===== src/rtl/rtc_cal_pkg.sv =====
package rtc_cal_pkg;
  localparam int FW    = 8;
  localparam int NF    = 7;
  localparam int SEL_W = 3;

  typedef logic [FW-1:0] fw_t;

  localparam int F_SEC  = 0;
  localparam int F_MIN  = 1;
  localparam int F_HOUR = 2;
  localparam int F_DOW  = 3;
  localparam int F_DOM  = 4;
  localparam int F_MON  = 5;
  localparam int F_YEAR = 6;

  function automatic fw_t to_bin(fw_t v, logic bcd);
    fw_t hi, lo;
    hi = {4'd0, v[7:4]};
    lo = {4'd0, v[3:0]};
    return bcd ? fw_t'(hi * 8'd10 + lo) : v;
  endfunction

  function automatic fw_t from_bin(fw_t n, logic bcd);
    fw_t tens, ones;
    tens = n / 8'd10;
    ones = n - fw_t'(tens * 8'd10);
    return bcd ? fw_t'((tens << 4) | ones) : n;
  endfunction

  function automatic fw_t rst_val(int idx);
    return (idx == F_DOW || idx == F_DOM || idx == F_MON) ? fw_t'(1) : fw_t'(0);
  endfunction
endpackage


===== src/rtl/rtc_cal_step.sv =====
module rtc_cal_step
  import rtc_cal_pkg::*;
(
  input  fw_t  val_i,
  input  logic bcd_i,
  input  logic inc_i,
  input  fw_t  lo_i,
  input  fw_t  hi_i,
  output fw_t  nxt_o,
  output logic carry_o
);
  fw_t  bin;
  logic at_top;
  fw_t  stepped;

  assign bin     = to_bin(val_i, bcd_i);
  assign at_top  = (bin == hi_i);
  assign stepped = at_top ? lo_i : fw_t'(bin + 8'd1);
  assign carry_o = inc_i & at_top;
  assign nxt_o   = inc_i ? from_bin(stepped, bcd_i) : val_i;
endmodule


===== src/rtl/rtc_cal_hour.sv =====
module rtc_cal_hour
  import rtc_cal_pkg::*;
(
  input  fw_t  val_i,
  input  logic bcd_i,
  input  logic h12_i,
  input  logic inc_i,
  output fw_t  nxt_o,
  output logic day_o
);
  fw_t  h24, h12, nh, enc;
  logic pm;

  assign h24 = to_bin(val_i, bcd_i);
  assign h12 = to_bin({1'b0, val_i[6:0]}, bcd_i);

  always_comb begin
    nh    = '0;
    pm    = val_i[7];
    day_o = 1'b0;
    if (h12_i) begin
      if (h12 == 8'd12) begin
        nh = 8'd1;
      end else if (h12 == 8'd11) begin
        nh    = 8'd12;
        pm    = ~val_i[7];
        day_o = inc_i & val_i[7];
      end else begin
        nh = h12 + 8'd1;
      end
    end else begin
      if (h24 == 8'd23) begin
        nh    = 8'd0;
        day_o = inc_i;
      end else begin
        nh = h24 + 8'd1;
      end
    end
  end

  assign enc = from_bin(nh, bcd_i);

  always_comb begin
    if (!inc_i)     nxt_o = val_i;
    else if (h12_i) nxt_o = {pm, 7'd0} | (enc & 8'h7F);
    else            nxt_o = enc;
  end
endmodule


===== src/rtl/rtc_cal_mlen.sv =====
module rtc_cal_mlen
  import rtc_cal_pkg::*;
(
  input  fw_t  mon_i,
  input  fw_t  year_i,
  input  logic bcd_i,
  output fw_t  len_o
);
  fw_t  mb, yb;
  logic leap;

  assign mb   = to_bin(mon_i, bcd_i);
  assign yb   = to_bin(year_i, bcd_i);
  assign leap = ((yb & 8'd3) == 8'd0);

  always_comb begin
    case (mb)
      8'd2:                      len_o = leap ? 8'd29 : 8'd28;
      8'd4, 8'd6, 8'd9, 8'd11:   len_o = 8'd30;
      default:                   len_o = 8'd31;
    endcase
  end
endmodule


===== src/rtl/rtc_calendar_counter.sv =====
module rtc_calendar_counter
  import rtc_cal_pkg::*;
(
  input  logic             clk_i,
  input  logic             rst_ni,
  input  logic             tick_i,
  input  logic             freeze_i,
  input  logic             bcd_i,
  input  logic             hour12_i,
  input  logic             load_en_i,
  input  logic [SEL_W-1:0] load_sel_i,
  input  logic [FW-1:0]    load_data_i,
  output logic [FW-1:0]    sec_o,
  output logic [FW-1:0]    min_o,
  output logic [FW-1:0]    hour_o,
  output logic [FW-1:0]    dow_o,
  output logic [FW-1:0]    dom_o,
  output logic [FW-1:0]    mon_o,
  output logic [FW-1:0]    year_o
);
  fw_t  fld_q [NF];
  fw_t  nxt   [NF];
  fw_t  dom_len;
  logic run, load_fire;
  logic cy_sec, cy_min, cy_day, cy_dom, cy_mon;
  logic unused_cy_dow, unused_cy_year;
  logic [NF*FW-1:0] all_q;

  assign run       = tick_i & ~freeze_i;
  assign load_fire = load_en_i & freeze_i;

  rtc_cal_step u_sec (
    .val_i(fld_q[F_SEC]), .bcd_i(bcd_i), .inc_i(run),
    .lo_i(8'd0), .hi_i(8'd59), .nxt_o(nxt[F_SEC]), .carry_o(cy_sec));

  rtc_cal_step u_min (
    .val_i(fld_q[F_MIN]), .bcd_i(bcd_i), .inc_i(cy_sec),
    .lo_i(8'd0), .hi_i(8'd59), .nxt_o(nxt[F_MIN]), .carry_o(cy_min));

  rtc_cal_hour u_hour (
    .val_i(fld_q[F_HOUR]), .bcd_i(bcd_i), .h12_i(hour12_i), .inc_i(cy_min),
    .nxt_o(nxt[F_HOUR]), .day_o(cy_day));

  rtc_cal_step u_dow (
    .val_i(fld_q[F_DOW]), .bcd_i(bcd_i), .inc_i(cy_day),
    .lo_i(8'd1), .hi_i(8'd7), .nxt_o(nxt[F_DOW]), .carry_o(unused_cy_dow));

  rtc_cal_mlen u_mlen (
    .mon_i(fld_q[F_MON]), .year_i(fld_q[F_YEAR]), .bcd_i(bcd_i), .len_o(dom_len));

  rtc_cal_step u_dom (
    .val_i(fld_q[F_DOM]), .bcd_i(bcd_i), .inc_i(cy_day),
    .lo_i(8'd1), .hi_i(dom_len), .nxt_o(nxt[F_DOM]), .carry_o(cy_dom));

  rtc_cal_step u_mon (
    .val_i(fld_q[F_MON]), .bcd_i(bcd_i), .inc_i(cy_dom),
    .lo_i(8'd1), .hi_i(8'd12), .nxt_o(nxt[F_MON]), .carry_o(cy_mon));

  rtc_cal_step u_year (
    .val_i(fld_q[F_YEAR]), .bcd_i(bcd_i), .inc_i(cy_mon),
    .lo_i(8'd0), .hi_i(8'd99), .nxt_o(nxt[F_YEAR]), .carry_o(unused_cy_year));

  for (genvar i = 0; i < NF; i++) begin : g_fld
    always_ff @(posedge clk_i or negedge rst_ni) begin
      if (!rst_ni)                                       fld_q[i] <= rst_val(i);
      else if (load_fire && load_sel_i == SEL_W'(i))     fld_q[i] <= load_data_i;
      else if (!freeze_i)                                fld_q[i] <= nxt[i];
    end
    assign all_q[i*FW +: FW] = fld_q[i];
  end

  assign sec_o  = fld_q[F_SEC];
  assign min_o  = fld_q[F_MIN];
  assign hour_o = fld_q[F_HOUR];
  assign dow_o  = fld_q[F_DOW];
  assign dom_o  = fld_q[F_DOM];
  assign mon_o  = fld_q[F_MON];
  assign year_o = fld_q[F_YEAR];

  AST_FREEZE_HOLD: assert property (@(posedge clk_i) disable iff (!rst_ni)
    (freeze_i && !load_en_i) |=> $stable(all_q));

  AST_LOAD_IGNORED: assert property (@(posedge clk_i) disable iff (!rst_ni)
    (!freeze_i && load_en_i && !tick_i) |=> $stable(all_q));

  AST_LOAD_TAKE: assert property (@(posedge clk_i) disable iff (!rst_ni)
    (load_fire && load_sel_i == 3'd0) |=> (sec_o == $past(load_data_i)));

  AST_SEC_WRAP: assert property (@(posedge clk_i) disable iff (!rst_ni)
    (run && to_bin(sec_o, bcd_i) == 8'd59) |=> (sec_o == 8'd0));

  AST_PM_TOGGLE: assert property (@(posedge clk_i) disable iff (!rst_ni)
    (hour12_i && $past(hour12_i) && $stable(bcd_i) && !$past(load_fire)
     && hour_o[7] != $past(hour_o[7]))
    |-> (hour_o[6:0] == (bcd_i ? 7'h12 : 7'd12)));

  AST_DOW_NONZERO: assert property (@(posedge clk_i) disable iff (!rst_ni)
    ($past(run) && !$past(load_fire) && $past(dow_o) == 8'd7 && dow_o != 8'd7)
    |-> (dow_o == 8'd1));
endmodule


===== config.mk =====
export PLATFORM = sky130hd
export DESIGN_NAME = rtc_calendar_counter
export DESIGN_NICKNAME = d
export VERILOG_FILES = /design/src/rtl/rtc_cal_pkg.sv /design/src/rtl/rtc_cal_step.sv /design/src/rtl/rtc_cal_hour.sv /design/src/rtl/rtc_cal_mlen.sv /design/src/rtl/rtc_calendar_counter.sv
export SDC_FILE = /design/constraint.sdc
export NUM_CORES = 1
export LEC_CHECK = 0
export ABC_AREA = 1
export BUFFER_PORTS_ARGS = -buffer_cell sky130_fd_sc_hd__buf_2
export CELL_PAD_IN_SITES_DETAIL_PLACEMENT = 2
export CELL_PAD_IN_SITES_GLOBAL_PLACEMENT = 2
export CORE_ASPECT_RATIO = 0.75
export CORE_MARGIN = 2
export CORE_UTILIZATION = 30
export DETAILED_ROUTE_END_ITERATION = 12
export GPL_TIMING_DRIVEN = 1
export PLACE_DENSITY_LB_ADDON = 0.1
export RECOVER_POWER = 100
export SKIP_CTS_REPAIR_TIMING = 1
export SYNTH_ARGS = -nofsm -noshare
export SYNTH_HDL_FRONTEND = slang
export SYNTH_SLANG_ARGS = --single-unit

===== constraint.sdc =====
create_clock -name clk_i -period 10.6 [get_ports clk_i]
set_input_delay 1.06 -clock clk_i [delete_from_list [all_inputs] [get_ports clk_i]]
set_output_delay 1.06 -clock clk_i [all_outputs]
set_load 0.01 [all_outputs]

==> results.sh, run 1 <==
export IMPL_setup_tns_ps=0
export IMPL_final_common_cell="nand2_1"
export IMPL_clockBufferDepth=2
export IMPL_fmax_mhz=110
export IMPL_grt_max_degree=61
export IMPL_cts_tree="built"
export IMPL_async_reset_ff_share_pct=100
export IMPL_slew_viol_final=107
export IMPL_ys_types=69
export IMPL_slew_headroom_pct=-139
export IMPL_synth_nets=2090
export IMPL_syn_cell_area_um2=12300
export IMPL_path_clk_slew_ps=90
export IMPL_grt_pass1_wl_um=75900
export IMPL_drive_gt1_share_pct=11.5
export IMPL_vias=12700
export IMPL_area_growth_pct=7.24
export IMPL_cp_required_ps=10830
export IMPL_core_area_um2=40500
export IMPL_yosysSeqAreaShare_pct=11.5
export IMPL_drt_pass1_iterations=5
export IMPL_fp_row_count=64
export IMPL_run_status="finished with violations"
export IMPL_start_util_pct=30.3
export IMPL_ant_nets=0
export IMPL_die_h_um=179
export IMPL_hp_class="reg2reg"
export IMPL_cp_cell_sequence="buf_4 > clkbuf_1 > nand2_1 > o21ai_2 > ha_1 > nand3b_1 > nor2_1 > nand4_4 > nor2_1 > inv_1 > nor2_1 > inv_1 > a211oi_1 > inv_1 > nor2_1 > inv_1 > nor2_4 > inv_2 > nand2_1 > nor2_1 > a221oi_2"
export IMPL_gp_congestion=0.800
export IMPL_layout_nets=2155
export IMPL_yosys_top_cells_area="ha_1 (16%), nand2_1 (14%), dfrtp_1 (11%)"
export IMPL_synth_main_ff_cell="dfrtp_1"
export IMPL_slowest_stage="clkbuf_1"
export IMPL_dieArea_um2=42500
export IMPL_finalNonFillerCells=2485
export IMPL_num_antenna_cells=0
export IMPL_most_common_layout_cells="nand2_1 (467), inv_1 (297), nand3_1 (156)"
export IMPL_period_minus_slack_ps=9050
export IMPL_dpl_hpwl_um=38900
export IMPL_drv_cap=3
export IMPL_hold_violations=0
export IMPL_numClockSinks=56
export IMPL_wl_per_cell_um=18.7
export IMPL_cts_buffers=5
export IMPL_holdWs_ps=624
export IMPL_antenna_found_initial=0
export IMPL_fin_worst_skew_ps=11.3
export IMPL_clock_root_buffer="clkbuf_16"
export IMPL_htreeDepth=2
export IMPL_die_width_um=237
export IMPL_critPathMaxStageDelay_ps=1450
export IMPL_via_per_inst=5.13
export IMPL_globalRouteOverflowTotal=0
export IMPL_routed_wl_um=46600
export IMPL_io_buffers=73
export IMPL_endpoint_kind="flip-flop"
export IMPL_yosysWarnings=0
export IMPL_crit_type="in2reg"
export IMPL_grt_total_usage_pct=22.5
export IMPL_crit_arrival_ps=9280
export IMPL_tightest_slew_ps=3580
export IMPL_synth_avg_cell_area_um2=6.48
export IMPL_grt_pass1_vias=13700
export IMPL_synth_top_area_cell="ha_1"
export IMPL_num_io_pins=74
export IMPL_crit_top_cell="nor2_1"
export IMPL_post_synth_top_area_fraction_pct=15.6
export IMPL_clock_latency_ps=320
export IMPL_drcViolationCount=0
export IMPL_drt_iter0_markers=507
export IMPL_setup_viol=0
export IMPL_synth_cells=1891
export IMPL_startpoint_type="input pin"
export IMPL_violations="max-capacitance violations, max-slew violations"
export IMPL_yosys_register_bits=56
export IMPL_rsz0062_at_grt="no"
export IMPL_synth_edf_count=0
export IMPL_min_period_over_period_pct=85.4
export IMPL_path_max_fanout=41
export IMPL_place_inst=2477
cell type report:
class	instances	area (um2)
fillers	5065	27400
inverters	347	1310
repair buffers	80	347
well taps	528	661
multi-input cells	1466	9280
flip-flops and latches	56	1410
clock inverters	2	10.0
clock buffers	6	139
worst paths after layout:
check / startpoint / end / slack [ps] / depth (start not counted)
worst max-delay path: bcd_i / year_o[2] / 1550 / 21
worst min-delay path: mon_o[1] / mon_o[1] / 620 / 2
worst max register to register: hour_o[6] / hour_o[7] / 2920 / 49
worst min register to register: mon_o[1] / mon_o[1] / 620 / 2
max in group asynchronous: rst_ni / mon_o[6] / 6500 / 2
min in group asynchronous: rst_ni / dow_o[7] / 2010 / 2
per-layer routing:
| metal | vias up | GRT usage (%) | part of all wire, % |
|---|---|---|---|
| met1 | 6307 | 32.2 | 52 |
| met5 | - | 0 | 0 |
| met4 | 0 | 2.07 | 0.61 |
| met3 | 19 | 1.56 | 1.9 |
| li1 | 6299 | - | - |
| met2 | 115 | 38.3 | 46 |
flip-flops by register name, indices dropped and copies added (netlist names):
register  flops
dom_o         8
dow_o         8
hour_o        8
min_o         8
mon_o         8
sec_o         8
year_o        8
metrics by stage:
| stage | util, % | cell area (um2) | setup WS [ps] |
|---|---|---|---|
| detailed placement | 32.5 | 13200 | 2370 |
| finish | 32.4 | 13100 | 1550 |
| CTS | 32.9 | 13300 | 2670 |
| global placement | 32.5 | 13200 | 2540 |
| global route | 32.4 | 13100 | 932 |
| floorplan | - | 12300 | 4480 |
worst max-delay path: cells and delay by family:
family / cells / cell delay [ps]
buffers and inverters: 7 / 3310
adders and majority gates: 1 / 270
and+or+nand+nor: 10 / 2910
AOI/OAI and AO/OA: 3 / 1660
kinds of logic after synthesis:
| family | after synthesis | share of synthesized area [%] |
|---|---|---|
| and+or+nand+nor | 917 | 35.3 |
| buffers and inverters | 369 | 12.0 |
| AOI/OAI and AO/OA | 300 | 15.7 |
| adders and majority gates | 181 | 20.2 |
| xor gates and xnor gates | 68 | 5.36 |
| DFF | 56 | 11.5 |
cells in the mapped netlist (17+ instances only):
cell / count
nand2_2: 53
ha_1: 153
nand3_1: 154
o21ai_2: 17
a21oi_1: 74
o221ai_1: 27
nand2_1: 460
o21ai_0: 81
o21ai_1: 18
nand4_1: 20
fa_1: 28
xor2_1: 42
inv_2: 48
dfrtp_1: 53
inv_1: 292
nand3_2: 25
xnor2_1: 21
nor2_1: 133
Power of run 1 is not shown: default switching activity piles up to over one toggle a cycle in this logic, so the estimate is an artifact.
==> run 2, diff against run 1 <==
==> constraint.sdc (replaced) <==
create_clock -name clk_i -period 8.5 [get_ports clk_i]
set_input_delay 0.85 -clock clk_i [delete_from_list [all_inputs] [get_ports clk_i]]
set_output_delay 0.85 -clock clk_i [all_outputs]
set_load 0.01 [all_outputs]
==> run 2 against run 1 <==
Compared with the run above: the flow still finishes with violations (max-capacitance violations, max-slew violations); largest cell class unchanged; final cell count up 0.16%; critical path type unchanged; non-clock buffer count up 4; first-iteration DRC count down 13%; sequential share of layout area about the same.
==> results.sh, run 2 (synthesis gave the netlist of run 1 again) <==
export IMPL_run_status="finished with violations"
export IMPL_violations="max-capacitance violations, max-slew violations"
export IMPL_final_common_cell="nand2_1"
export IMPL_hold_violations=0
export IMPL_fmax_mhz=126
export IMPL_gp_congestion=0.798
export IMPL_grt_max_degree=57
export IMPL_htreeDepth=2
export IMPL_path_clk_slew_ps=80
export IMPL_wl_per_cell_um=18.7
export IMPL_antenna_found_initial=1
export IMPL_start_util_pct=30.3
export IMPL_met2_length_um=21300
export IMPL_drcViolationCount=0
export IMPL_grt_total_usage_pct=22.0
export IMPL_core_area_um2=40500
export IMPL_io_buffers=73
export IMPL_cts_buffers=5
export IMPL_fp_row_count=64
export IMPL_endpoint_kind="flip-flop"
export IMPL_die_h_um=179
export IMPL_most_common_layout_cells="nand2_1 (469), inv_1 (298), nand3_1 (158)"
export IMPL_grt_pass1_vias=13500
export IMPL_layout_nets=2159
export IMPL_grt_pass1_wl_um=74500
export IMPL_period_minus_slack_ps=7940
export IMPL_min_period_over_period_pct=93.4
export IMPL_die_width_um=237
export IMPL_cts_tree="built"
export IMPL_drt_pass1_iterations=5
export IMPL_globalRouteOverflowTotal=0
export IMPL_crit_type="in2reg"
export IMPL_drive_gt1_share_pct=11.4
export IMPL_clock_latency_ps=320
export IMPL_clockBufferDepth=2
export IMPL_routed_wl_um=46500
export IMPL_rsz0062_at_grt="no"
export IMPL_path_max_fanout=46
export IMPL_num_antenna_cells=0
export IMPL_crit_arrival_ps=8160
export IMPL_wl_met1_um=23700
export IMPL_drt_iter0_markers=440
export IMPL_dieArea_um2=42500
export IMPL_met3WireLength_um=1170
export IMPL_setup_tns_ps=0
export IMPL_dpl_hpwl_um=39000
export IMPL_setup_viol=0
export IMPL_vias=12800
export IMPL_ant_nets=0
export IMPL_tightest_slew_ps=3680
export IMPL_area_growth_pct=7.52
export IMPL_clock_root_buffer="clkbuf_16"
export IMPL_fin_worst_skew_ps=16.7
export IMPL_slew_headroom_pct=-145
export IMPL_cp_required_ps=8720
export IMPL_num_io_pins=74
export IMPL_numClockSinks=56
export IMPL_startpoint_type="input pin"
export IMPL_slew_viol_final=65
export IMPL_via_per_inst=5.13
export IMPL_top_layer_used="met4"
export IMPL_drv_cap=2
export IMPL_hp_class="reg2reg"
==> run 2: cell types whose count changed in the layout (fill, tap and decap cells not counted), sizes merged <==
cell	previous run	this run
clkbuf	61	59
clkinvlp	1	0
buf	25	30
inv	340	342
==> run 2: path summary, 6_finish.rpt <==
path	endpoint	startpoint	slack, ps	cells past startpoint
min in group asynchronous	dow_o[7]	rst_ni	1890	2
setup / recovery	year_o[3]	bcd_i	560	21
hold / removal	dow_o[1]	dow_o[1]	630	2
setup reg to reg	year_o[3]	sec_o[5]	810	21
hold reg to reg	dow_o[1]	dow_o[1]	630	2
max in group asynchronous	year_o[6]	rst_ni	4540	2
==> run 2: critical path: stages <==
cell	delay, ps
buf_4	360
buf_4	560
nand2_1	140
o21ai_2	150
ha_1	260
nand3b_1	100
nor2_1	190
nand4_4	190
nor2_1	500
inv_1	280
nor2_1	510
inv_1	190
a211oi_1	1360
inv_1	660
nor2_1	540
inv_2	120
nor2_1	550
inv_2	110
nand2_2	210
o211ai_1	120
o21ai_0	120
==> run 2: per-stage QoR <==
step	area (um2)	setup slack (ps)	utilization, %	hold WS (ps)	cells
2_1_floorplan	12300	2400	-	551	1891
5_1_grt	13200	108	32.5	668	2489
6_report	13200	559	32.5	625	2489
3_5_place_dp	13200	746	32.6	605	2481
4_1_cts	13400	1040	33.0	635	2489
3_3_place_gp	13200	946	32.6	598	2481
==> run 2: cell type report <==
cell class	count	area (um2)
flip-flops and latches	56	1410
clock buffers	5	125
inverters	347	1310
well taps	528	661
repair buffers	84	380
clock inverters	3	26.3
fillers	5043	27300
multi-input cells	1466	9280
==> run 2: routing by layer <==
metal,track usage (%),vias up
met3,2.42,19
met4,2.75,0
met1,30.8,6328
met2,37.5,98
met5,0,-
li1,-,6312
Power of run 2 is left out for the same reason.
